<file path="src/rtl/sosc_pkg.sv">
package sosc_pkg;
  localparam int unsigned SOSC_SAMPLE_W = 16;
  localparam int unsigned SOSC_COEF_W   = 16;
  localparam int unsigned SOSC_COEF_FRAC = 14;
  localparam int unsigned SOSC_DAC_W    = 12;

  typedef enum logic [1:0] {
    SOSC_OP_HOLD = 2'd0,
    SOSC_OP_STEP = 2'd1,
    SOSC_OP_SEED = 2'd2
  } sosc_op_e;
endpackage

</file>
<file path="src/rtl/sosc_mac.sv">
module sosc_mac #(
  parameter int unsigned SAMPLE_W = 16,
  parameter int unsigned COEF_W   = 16,
  parameter int unsigned FRAC     = 14,
  localparam int unsigned PROD_W  = SAMPLE_W + COEF_W,
  localparam int unsigned RND_W   = PROD_W - FRAC
) (
  input  logic signed [COEF_W-1:0]   coef_i,
  input  logic signed [SAMPLE_W-1:0] y_i,
  output logic signed [RND_W-1:0]    rnd_o
);
  localparam logic signed [PROD_W-1:0] HALF = PROD_W'(1) << (FRAC - 1);

  logic signed [PROD_W-1:0] coef_ext;
  logic signed [PROD_W-1:0] y_ext;
  logic signed [PROD_W-1:0] prod;
  logic signed [PROD_W-1:0] biased;

  always_comb begin
    coef_ext = {{SAMPLE_W{coef_i[COEF_W-1]}}, coef_i};
    y_ext    = {{COEF_W{y_i[SAMPLE_W-1]}}, y_i};
    prod     = coef_ext * y_ext;
    biased   = prod + HALF;
    rnd_o    = biased[PROD_W-1:FRAC];
  end
endmodule

</file>
<file path="src/rtl/sosc_sat.sv">
module sosc_sat #(
  parameter int unsigned IN_W  = 19,
  parameter int unsigned OUT_W = 16
) (
  input  logic signed [IN_W-1:0]  in_i,
  output logic signed [OUT_W-1:0] out_o
);
  localparam int unsigned EXT = IN_W - OUT_W + 1;
  localparam logic signed [IN_W-1:0] MAXV = {{EXT{1'b0}}, {(OUT_W-1){1'b1}}};
  localparam logic signed [IN_W-1:0] MINV = {{EXT{1'b1}}, {(OUT_W-1){1'b0}}};

  always_comb begin
    if (in_i > MAXV)      out_o = MAXV[OUT_W-1:0];
    else if (in_i < MINV) out_o = MINV[OUT_W-1:0];
    else                  out_o = in_i[OUT_W-1:0];
  end
endmodule

</file>
<file path="src/rtl/sosc_dac_map.sv">
module sosc_dac_map #(
  parameter int unsigned SAMPLE_W = 16,
  parameter int unsigned DAC_W    = 12,
  localparam int unsigned SHIFT   = SAMPLE_W - DAC_W,
  localparam int unsigned WIDE_W  = DAC_W + 2
) (
  input  logic signed [SAMPLE_W-1:0] sample_i,
  output logic [DAC_W-1:0]           code_o
);
  localparam logic signed [WIDE_W-1:0] OFFSET = WIDE_W'(1) << (DAC_W - 1);
  localparam logic signed [WIDE_W-1:0] TOP    = (WIDE_W'(1) << DAC_W) - WIDE_W'(1);

  logic signed [DAC_W-1:0]  shifted;
  logic signed [WIDE_W-1:0] wide;

  always_comb begin
    shifted = sample_i[SAMPLE_W-1:SHIFT];
    wide    = {{2{shifted[DAC_W-1]}}, shifted} + OFFSET;
    if (wide < 0)        code_o = '0;
    else if (wide > TOP) code_o = TOP[DAC_W-1:0];
    else                 code_o = wide[DAC_W-1:0];
  end
endmodule

</file>
<file path="src/rtl/recursive_sine_osc.sv">
module recursive_sine_osc
  import sosc_pkg::*;
#(
  parameter int unsigned SAMPLE_W = SOSC_SAMPLE_W,
  parameter int unsigned COEF_W   = SOSC_COEF_W,
  parameter int unsigned FRAC     = SOSC_COEF_FRAC,
  parameter int unsigned DAC_W    = SOSC_DAC_W
) (
  input  logic                clk,
  input  logic                rst_n,
  input  logic                sample_stb_i,
  input  logic                seed_load_i,
  input  logic [COEF_W-1:0]   coef_k_i,
  input  logic [SAMPLE_W-1:0] seed_i,
  output logic [SAMPLE_W-1:0] sample_o,
  output logic [DAC_W-1:0]    dac_code_o,
  output logic                sample_valid_o
);
  localparam int unsigned RND_W  = SAMPLE_W + COEF_W - FRAC;
  localparam int unsigned DIFF_W = RND_W + 1;

  logic signed [SAMPLE_W-1:0] y1_q, y2_q, y_next;
  logic signed [RND_W-1:0]    rnd;
  logic signed [DIFF_W-1:0]   diff;
  logic                       valid_q;
  sosc_op_e                   op;

  always_comb begin
    if (seed_load_i)       op = SOSC_OP_SEED;
    else if (sample_stb_i) op = SOSC_OP_STEP;
    else                   op = SOSC_OP_HOLD;
  end

  sosc_mac #(.SAMPLE_W(SAMPLE_W), .COEF_W(COEF_W), .FRAC(FRAC)) mac_i (
    .coef_i (coef_k_i),
    .y_i    (y1_q),
    .rnd_o  (rnd)
  );

  always_comb begin
    diff = {rnd[RND_W-1], rnd} - {{(DIFF_W-SAMPLE_W){y2_q[SAMPLE_W-1]}}, y2_q};
  end

  sosc_sat #(.IN_W(DIFF_W), .OUT_W(SAMPLE_W)) sat_i (
    .in_i  (diff),
    .out_o (y_next)
  );

  always_ff @(posedge clk) begin
    if (!rst_n) begin
      y1_q    <= seed_i;
      y2_q    <= '0;
      valid_q <= 1'b0;
    end else begin
      valid_q <= (op == SOSC_OP_STEP);
      case (op)
        SOSC_OP_SEED: begin
          y1_q <= seed_i;
          y2_q <= '0;
        end
        SOSC_OP_STEP: begin
          y1_q <= y_next;
          y2_q <= y1_q;
        end
        default: ;
      endcase
    end
  end

  sosc_dac_map #(.SAMPLE_W(SAMPLE_W), .DAC_W(DAC_W)) map_i (
    .sample_i (y1_q),
    .code_o   (dac_code_o)
  );

  assign sample_o       = y1_q;
  assign sample_valid_o = valid_q;

  // idle edges leave both states untouched
  a_r3_hold_state: assert property (@(posedge clk) disable iff (!rst_n)
    (!sample_stb_i && !seed_load_i) |=> ($stable(y1_q) && $stable(y2_q)));

  // the older state takes the previous newest state on a step
  a_r2_history_shift: assert property (@(posedge clk) disable iff (!rst_n)
    (sample_stb_i && !seed_load_i) |=> (y2_q == $past(y1_q)));

  // a step is followed by a valid pulse
  a_r4_valid_after_step: assert property (@(posedge clk) disable iff (!rst_n)
    (sample_stb_i && !seed_load_i) |=> sample_valid_o);

  // no pulse without a step
  a_r4_no_stray_valid: assert property (@(posedge clk) disable iff (!rst_n)
    !(sample_stb_i && !seed_load_i) |=> !sample_valid_o);

  // seed load restarts the recurrence
  a_r7_seed_restart: assert property (@(posedge clk) disable iff (!rst_n)
    seed_load_i |=> (y2_q == '0 && sample_o == $past(seed_i)));

  // all-zero state stays at zero
  a_r8_zero_fixed: assert property (@(posedge clk) disable iff (!rst_n)
    (y1_q == '0 && y2_q == '0 && !seed_load_i) |=> (sample_o == '0));
endmodule

</file>
<file path="config.mk">
export PLATFORM = sky130hd
export DESIGN_NAME = recursive_sine_osc
export DESIGN_NICKNAME = d
export VERILOG_FILES = /design/src/rtl/sosc_pkg.sv /design/src/rtl/sosc_mac.sv /design/src/rtl/sosc_sat.sv /design/src/rtl/sosc_dac_map.sv /design/src/rtl/recursive_sine_osc.sv
export SDC_FILE = /design/constraint.sdc
export NUM_CORES = 1
export LEC_CHECK = 0
export BUFFER_PORTS_ARGS = -buffer_cell sky130_fd_sc_hd__buf_2
export CAP_MARGIN = 20
export CORE_ASPECT_RATIO = 1.4
export CORE_UTILIZATION = 60
export CTS_CLUSTER_SIZE = 28
export DETAILED_ROUTE_END_ITERATION = 6
export PLACE_DENSITY = 0.88
export SLEW_MARGIN = 40
export SYNTH_ARGS = -nofsm -noshare
export SYNTH_HDL_FRONTEND = slang
export SYNTH_SLANG_ARGS = --single-unit
</file>
<file path="constraint.sdc">
create_clock -name clk -period 10.06 [get_ports clk]
set_input_delay 1.006 -clock clk [delete_from_list [all_inputs] [get_ports clk]]
set_output_delay 1.006 -clock clk [all_outputs]
set_load 0.005 [all_outputs]
</file>
# [Word-level counts from Yosys, hierarchy flattened]
# Index checks and enable logic that the tools add are counted.
[totals] regBits=33 input_bits=36 output_inout_bits=29 wordCells=24
[op_classes] add_sub_neg=3 n_mul=1 order_cmp=4 n_eq_ne=3 muxes=9 reduce_logical=1
[ops] operator="case mux 16 bit (2 select lines)" count=2
[ops] operator="2-to-1 mux 16 bit" count=3
[ops] operator="adder 32 x 15 -> 32 bit (second input constant)" count=1
[ops] operator="multiplier 16 x 16 -> 32 bit" count=1
[ops] operator="2-to-1 mux 12 bit" count=2
[ops] operator="> comparator 19 x 16 -> 1 bit (second input constant)" count=1
[ops] operator="< comparator 19 x 16 -> 1 bit (second input constant)" count=1
[ops] operator="subtractor 18 x 16 -> 19 bit" count=1
[ops] operator="adder 12 x 13 -> 14 bit (second input constant)" count=1
[ops] operator="> comparator 14 x 13 -> 1 bit (second input constant)" count=1
[ops] operator="< comparator 14 x 1 -> 1 bit (second input constant)" count=1
[ops] operator="!= test 3 x 1 -> 1 bit (second input constant)" count=1
[ops] operator="== test 2 x 1 -> 1 bit (second input constant)" count=1
[ops] operator="== test 2 bit (second input constant)" count=1
[ops] operator="2-to-1 mux 2 bit" count=1
[ops] operator="nonzero test 2 bit" count=1
[ops] operator="2-to-1 mux 1 bit" count=1

# [Longest topological paths before layout]
[logic_depth] ltp_word=8 depth_mapped=34 ltp_nobuf=31

# [Hierarchy]
# Synthesis repeated with hierarchy kept, for this count alone.
[hier_totals] cells_unflattened=1398 area_unflattened_um2=12440.7
[modules_own_cells] mod="sosc_mac" n_inst=1 cells_per_inst=1098 area_per_inst_um2=9857.0 seq_area_each_um2=0.0
[modules_own_cells] mod="recursive_sine_osc" n_inst=1 cells_per_inst=232 area_per_inst_um2=2164.6 seq_area_each_um2=820.8
[modules_own_cells] mod="sosc_sat" n_inst=1 cells_per_inst=56 area_per_inst_um2=374.1 seq_area_each_um2=0.0
[modules_own_cells] mod="sosc_dac_map" n_inst=1 cells_per_inst=12 area_per_inst_um2=45.0 seq_area_each_um2=0.0

# [Worst setup path after synthesis]
# No wires, ideal clock.
[synth_timing] path_kind="input -> register" from="input coef_k_i[10]" to="register y1_q[10] (netlist: sample_o[10]) (data pin)" arrival_time_ps=8384 required_time_ps=9796 path_slack_ps=1412 cell_stages=30 n_path_buf=2 cell_sequence="clkbuf_1 > nand2_1 > fa_1 > fa_1 > fa_1 > fa_1 > inv_1 > fa_1 > inv_1 > fa_1 > inv_1 > ha_1 > a211o_1 > o211ai_1 > nand2_1 > o2bb2ai_1 > o41a_1 > a221o_1 > a211oi_1 > a211oi_1 > ha_1 > o21a_1 > nand2_1 > or3_1 > a31oi_1 > nor2_2 > xnor2_4 > buf_2 > nor4_2 > a211oi_2"
[synth_via] elab_chain_cells=8 word_cells_on_any_way=9 cone_classes="add/sub (2); mul (1); order compare (2); mux (4)"
[synth_lines] item="from (decl)" line="recursive_sine_osc.sv:13" rtl="input logic [COEF_W-1:0] coef_k_i,"
[synth_lines] item="multiplier 16 x 16 -> 32 bit *" line="sosc_mac.sv:22" rtl="prod = coef_ext * y_ext;"
[synth_lines] item="adder 32 x 15 -> 32 bit *" line="sosc_mac.sv:23" rtl="biased = prod + HALF;"
[synth_lines] item="subtractor 18 x 16 -> 19 bit *" line="recursive_sine_osc.sv:41" rtl="diff = {rnd[RND_W-1], rnd} - {{(DIFF_W-SAMPLE_W){y2_q[SAMPLE_W-1]}}, y2_q};"
[synth_lines] item="< comparator 19 x 16 -> 1 bit" line="sosc_sat.sv:14" rtl="else if (in_i < MINV) out_o = MINV[OUT_W-1:0];"
[synth_lines] item="2-to-1 mux 16 bit" line="sosc_sat.sv:14"
[synth_lines] item="2-to-1 mux 16 bit *" line="sosc_sat.sv:13" rtl="if (in_i > MAXV) out_o = MAXV[OUT_W-1:0];"
[synth_lines] item="case mux 16 bit (2 select lines) *" line="recursive_sine_osc.sv:56" rtl="case (op)"
[synth_lines] item="2-to-1 mux 16 bit *" line="recursive_sine_osc.sv:50" rtl="if (!rst_n) begin"
[synth_lines] item="to (signal assigned)" line="recursive_sine_osc.sv:51" rtl="y1_q <= seed_i;"
[synth_lines] item="to (signal assigned)" line="recursive_sine_osc.sv:58" rtl="y1_q <= seed_i;"
[synth_lines] item="to (signal assigned)" line="recursive_sine_osc.sv:62" rtl="y1_q <= y_next;"
[synth_lines] item="to (decl)" line="recursive_sine_osc.sv:22" rtl="logic signed [SAMPLE_W-1:0] y1_q, y2_q, y_next;"
# Mark *: on every way between the ends. The rest lies on a longest branch, timed or not.
# A chain may end at the register's enable or synchronous reset.

# [Final worst setup path]
[layout_timing] from="input coef_k_i[15]" to="register y1_q[2] (netlist: sample_o[2]) (data pin)"
# The elaborated chain is that of the path after synthesis.

==> metrics.md <==
| Metric | Value |
|---|---|
| Post-CTS Setup Repair Bufs | 0 |
| HP Class | reg2reg |
| Pre-CTS setup slack | 483.9 ps |
| RSZ-0062 raised after global routing | false |
| Outcome | finished, final reports clean |
| WP buf/inv | 4 |
| First-pass GRT wire length | 50190 microns |
| DR iter-0 viols | approximately 600 |
| Die height | 170.2 microns |
| Worst EP arrival | 9440 ps |
| Port Buffers | 64 |
| Antenna diode count | 0 |
| Root Driver | clkbuf_16 |
| CTS Sinks | 33 |
| Syn_nets | 1734 |
| Fmax achieved | ~110 MHz |
| # hold bufs at CTS | 0 |
| Worst-Margin Slew | 852.5 ps |
| Cell count after synthesis | 1340 |
| Sequential fraction of the synthesis area | under 10% |
| Placed Cells | 1609 |
| Vias per Instance | 5.788 |
| Post_cts resized | 0 |
| Post-synth ARST share | 0% |
| IO Count | 65 |
| Final setup fails | 0 |
| Mapped cell area | 0.01213 sq mm |
| Worst path max stage delay | between 700 and 800 ps |
| Critical Path RT | around 10000 ps |
| Synthesis-to-finish area growth | 5.954% |
| Total Routing Usage GR | 31.72% |
| Setup TNS | 0 ps |
| CTS Buffer Depth | 2 |
| H-tree lvl count | 2 |
| Core region area | slightly below 0.02 sq mm |
| CTS Buf Count | 5 |
| Die area | 0.02079 sq mm |
| Via Count | about 9.4k |
| First drt pass iteration count | 5 |
| Synth area leader | fa_1 |
| Non-Filler Instances | between 1.5k and 2k |
| Gp weighted congestion | ~0.90 |
| Routed WL | just over 30000 microns |
| Maximum number of pins on one net before global-route repair | 34 |
| Final min period | 9338 ps |
| Worst path most repeated cell | fa_1 |
| Remaining DRCs | 0 |
| Initial antenna violation count | 0 |
| Cell row count | 61 |
| Latest clock arrival within the worst-skew pair | 290 ps |
| Post-synth EDFFs | 16 |
| Startpoint Class | primary input |
| Syn. warnings | 0 |
| Worst hold slack | 483.4 ps |
| Synth Register Bits | 33 |
| Ranking of synthesized cells by area | fa_1 (43%), ha_1 (9.8%), inv_1 (9.6%) |
| Worst-path clk slew | 60 ps |
| Slew headroom | 43.16% |
| Final Hold Viols | 0 |
| Post-DP HPWL | 24580 microns |
| Count leader, synth | inv_1 |
| Min setup slack post-route | 721.9 ps |
| Die Wd | 122.1 microns |
| Count of cell types in the netlist | 69 |
| Crit path kind | in2reg |
| Layout cells sized above 1 | under 10% |
| # fillers | 1598 |
| CP max-delay cell | fa_1 |
| Yosys top cell area share | between 40 and 50% |
| Delay-heaviest family, CP | adder cells |
| Vias in the first global route | between 10k and 15k |
| Skew final | 7.465 ps |
| Synth Flop Type | dfxtp_1 |
| Tcrit/Tclk final | 92.82% |
| Top post-synthesis cells by count | inv_1 (309), fa_1 (263), nand2_1 (162) |
| Crit. End Element | register |
| CTS tree | yes |
| Avg WL per Cell | between 15 and 20 microns |
| Peak fanout along the critical path | 16 |
| Initial Util | 61.10% |
| Routed Antenna Nets | 0 |
| Synth Area per Inst | slightly above 9 sq um |
| Nets@finish | between 1.5k and 2k |
| Remaining Overflow, GRT | 0 |
| Max-cap viol count | 0 |
| Max-slew violations | 0 |
## layout by cell type (no fill, tap or decap), types with 14 or more instances in the layout
| cell | n |
|---|---|
| dfxtp_1 | 17 |
| buf_4 | 14 |
| buf_2 | 64 |
| a21oi_1 | 35 |
| and2_1 | 122 |
| o21ai_0 | 27 |
| ha_1 | 95 |
| xnor2_1 | 28 |
| edfxtp_1 | 16 |
| nand2_1 | 162 |
| nor2_1 | 37 |
| fa_1 | 263 |
| inv_1 | 308 |
## layout make-up
class / count / area (sq um) / share of cell area, %
multi-input cells: 935 / 9906 / 77.10
clock inverters: 3 / 46.29 / 0.3603
repair buffers: 82 / 470.5 / 3.662
clock buffers: 5 / 125.1 / 0.9739
inverters: 310 / 1164 / 9.057
well taps: 252 / 315.3 / 2.454
flip-flops and latches: 33 / 820.8 / 6.389
## stage by stage
step | instance area, sq um | util, %
finish | 12850 | 64.74
global route | 12850 | 64.74
CTS | 12810 | 64.57
detailed placement | 12640 | 63.71
global placement | 12620 | 63.59
floorplan | 12130 | -
## sequential cells by signal (all words and copies together) (netlist names)
signal,flops
sample_valid_o,1
y2_q,16
sample_o,16
## path summary, 6_finish.rpt
kind | from | to | slack, ps | cells after the start
worst min-delay path | y2_q[3]$_SDFFE_PN0P_ | y2_q[3]$_SDFFE_PN0P_ | 480 | 2
worst max-delay path | coef_k_i[15] | sample_o[2]$_DFFE_PP_ | 720 | 28
worst max register to register | sample_o[1]$_DFFE_PP_ | sample_o[2]$_DFFE_PP_ | 940 | 27
worst min register to register | y2_q[3]$_SDFFE_PN0P_ | y2_q[3]$_SDFFE_PN0P_ | 480 | 2
## logic make-up after synthesis
logic type                 after synthesis  synth area share, %
buffers and inverters                  372                11.66
and+or+nand+nor                        391                16.62
adders and majority gates              358                53.22
muxes                                    2               0.1651
AOI/OAI and AO/OA                      147                8.668
DFF                                     33                6.769
xor gates and xnor gates                37                2.889
## layer usage
metal,track usage (%),vias to the layer above,wire (microns)
li1,-,4121,-
met1,33.33,4732,10220
met2,58.09,372,16470
met3,4.457,152,1631
met4,20.84,0,2081
met5,0,-,0
## worst register-to-register path: stages (launching register included)
cell and delay (ps):
edfxtp_1 630, nand2_1 230, inv_1 110, fa_1 710
inv_1 150, fa_1 770, inv_1 210, fa_1 530
fa_1 570, fa_1 430, fa_1 450, ha_1 350
a21o_1 200, a21oi_1 150, nor2b_1 80, a211o_1 280
or3_1 310, a21o_1 180, a31oi_1 210, xnor2_1 110
ha_1 390, nand3_1 110, or3_1 350, a31oi_1 200
nor2_2 100, xnor2_4 380, nand4_4 390, a211oi_1 360
Power is left out: the tool's default activity adds up to more than one toggle a clock period on the data nets, which glitch-free logic cannot reach.
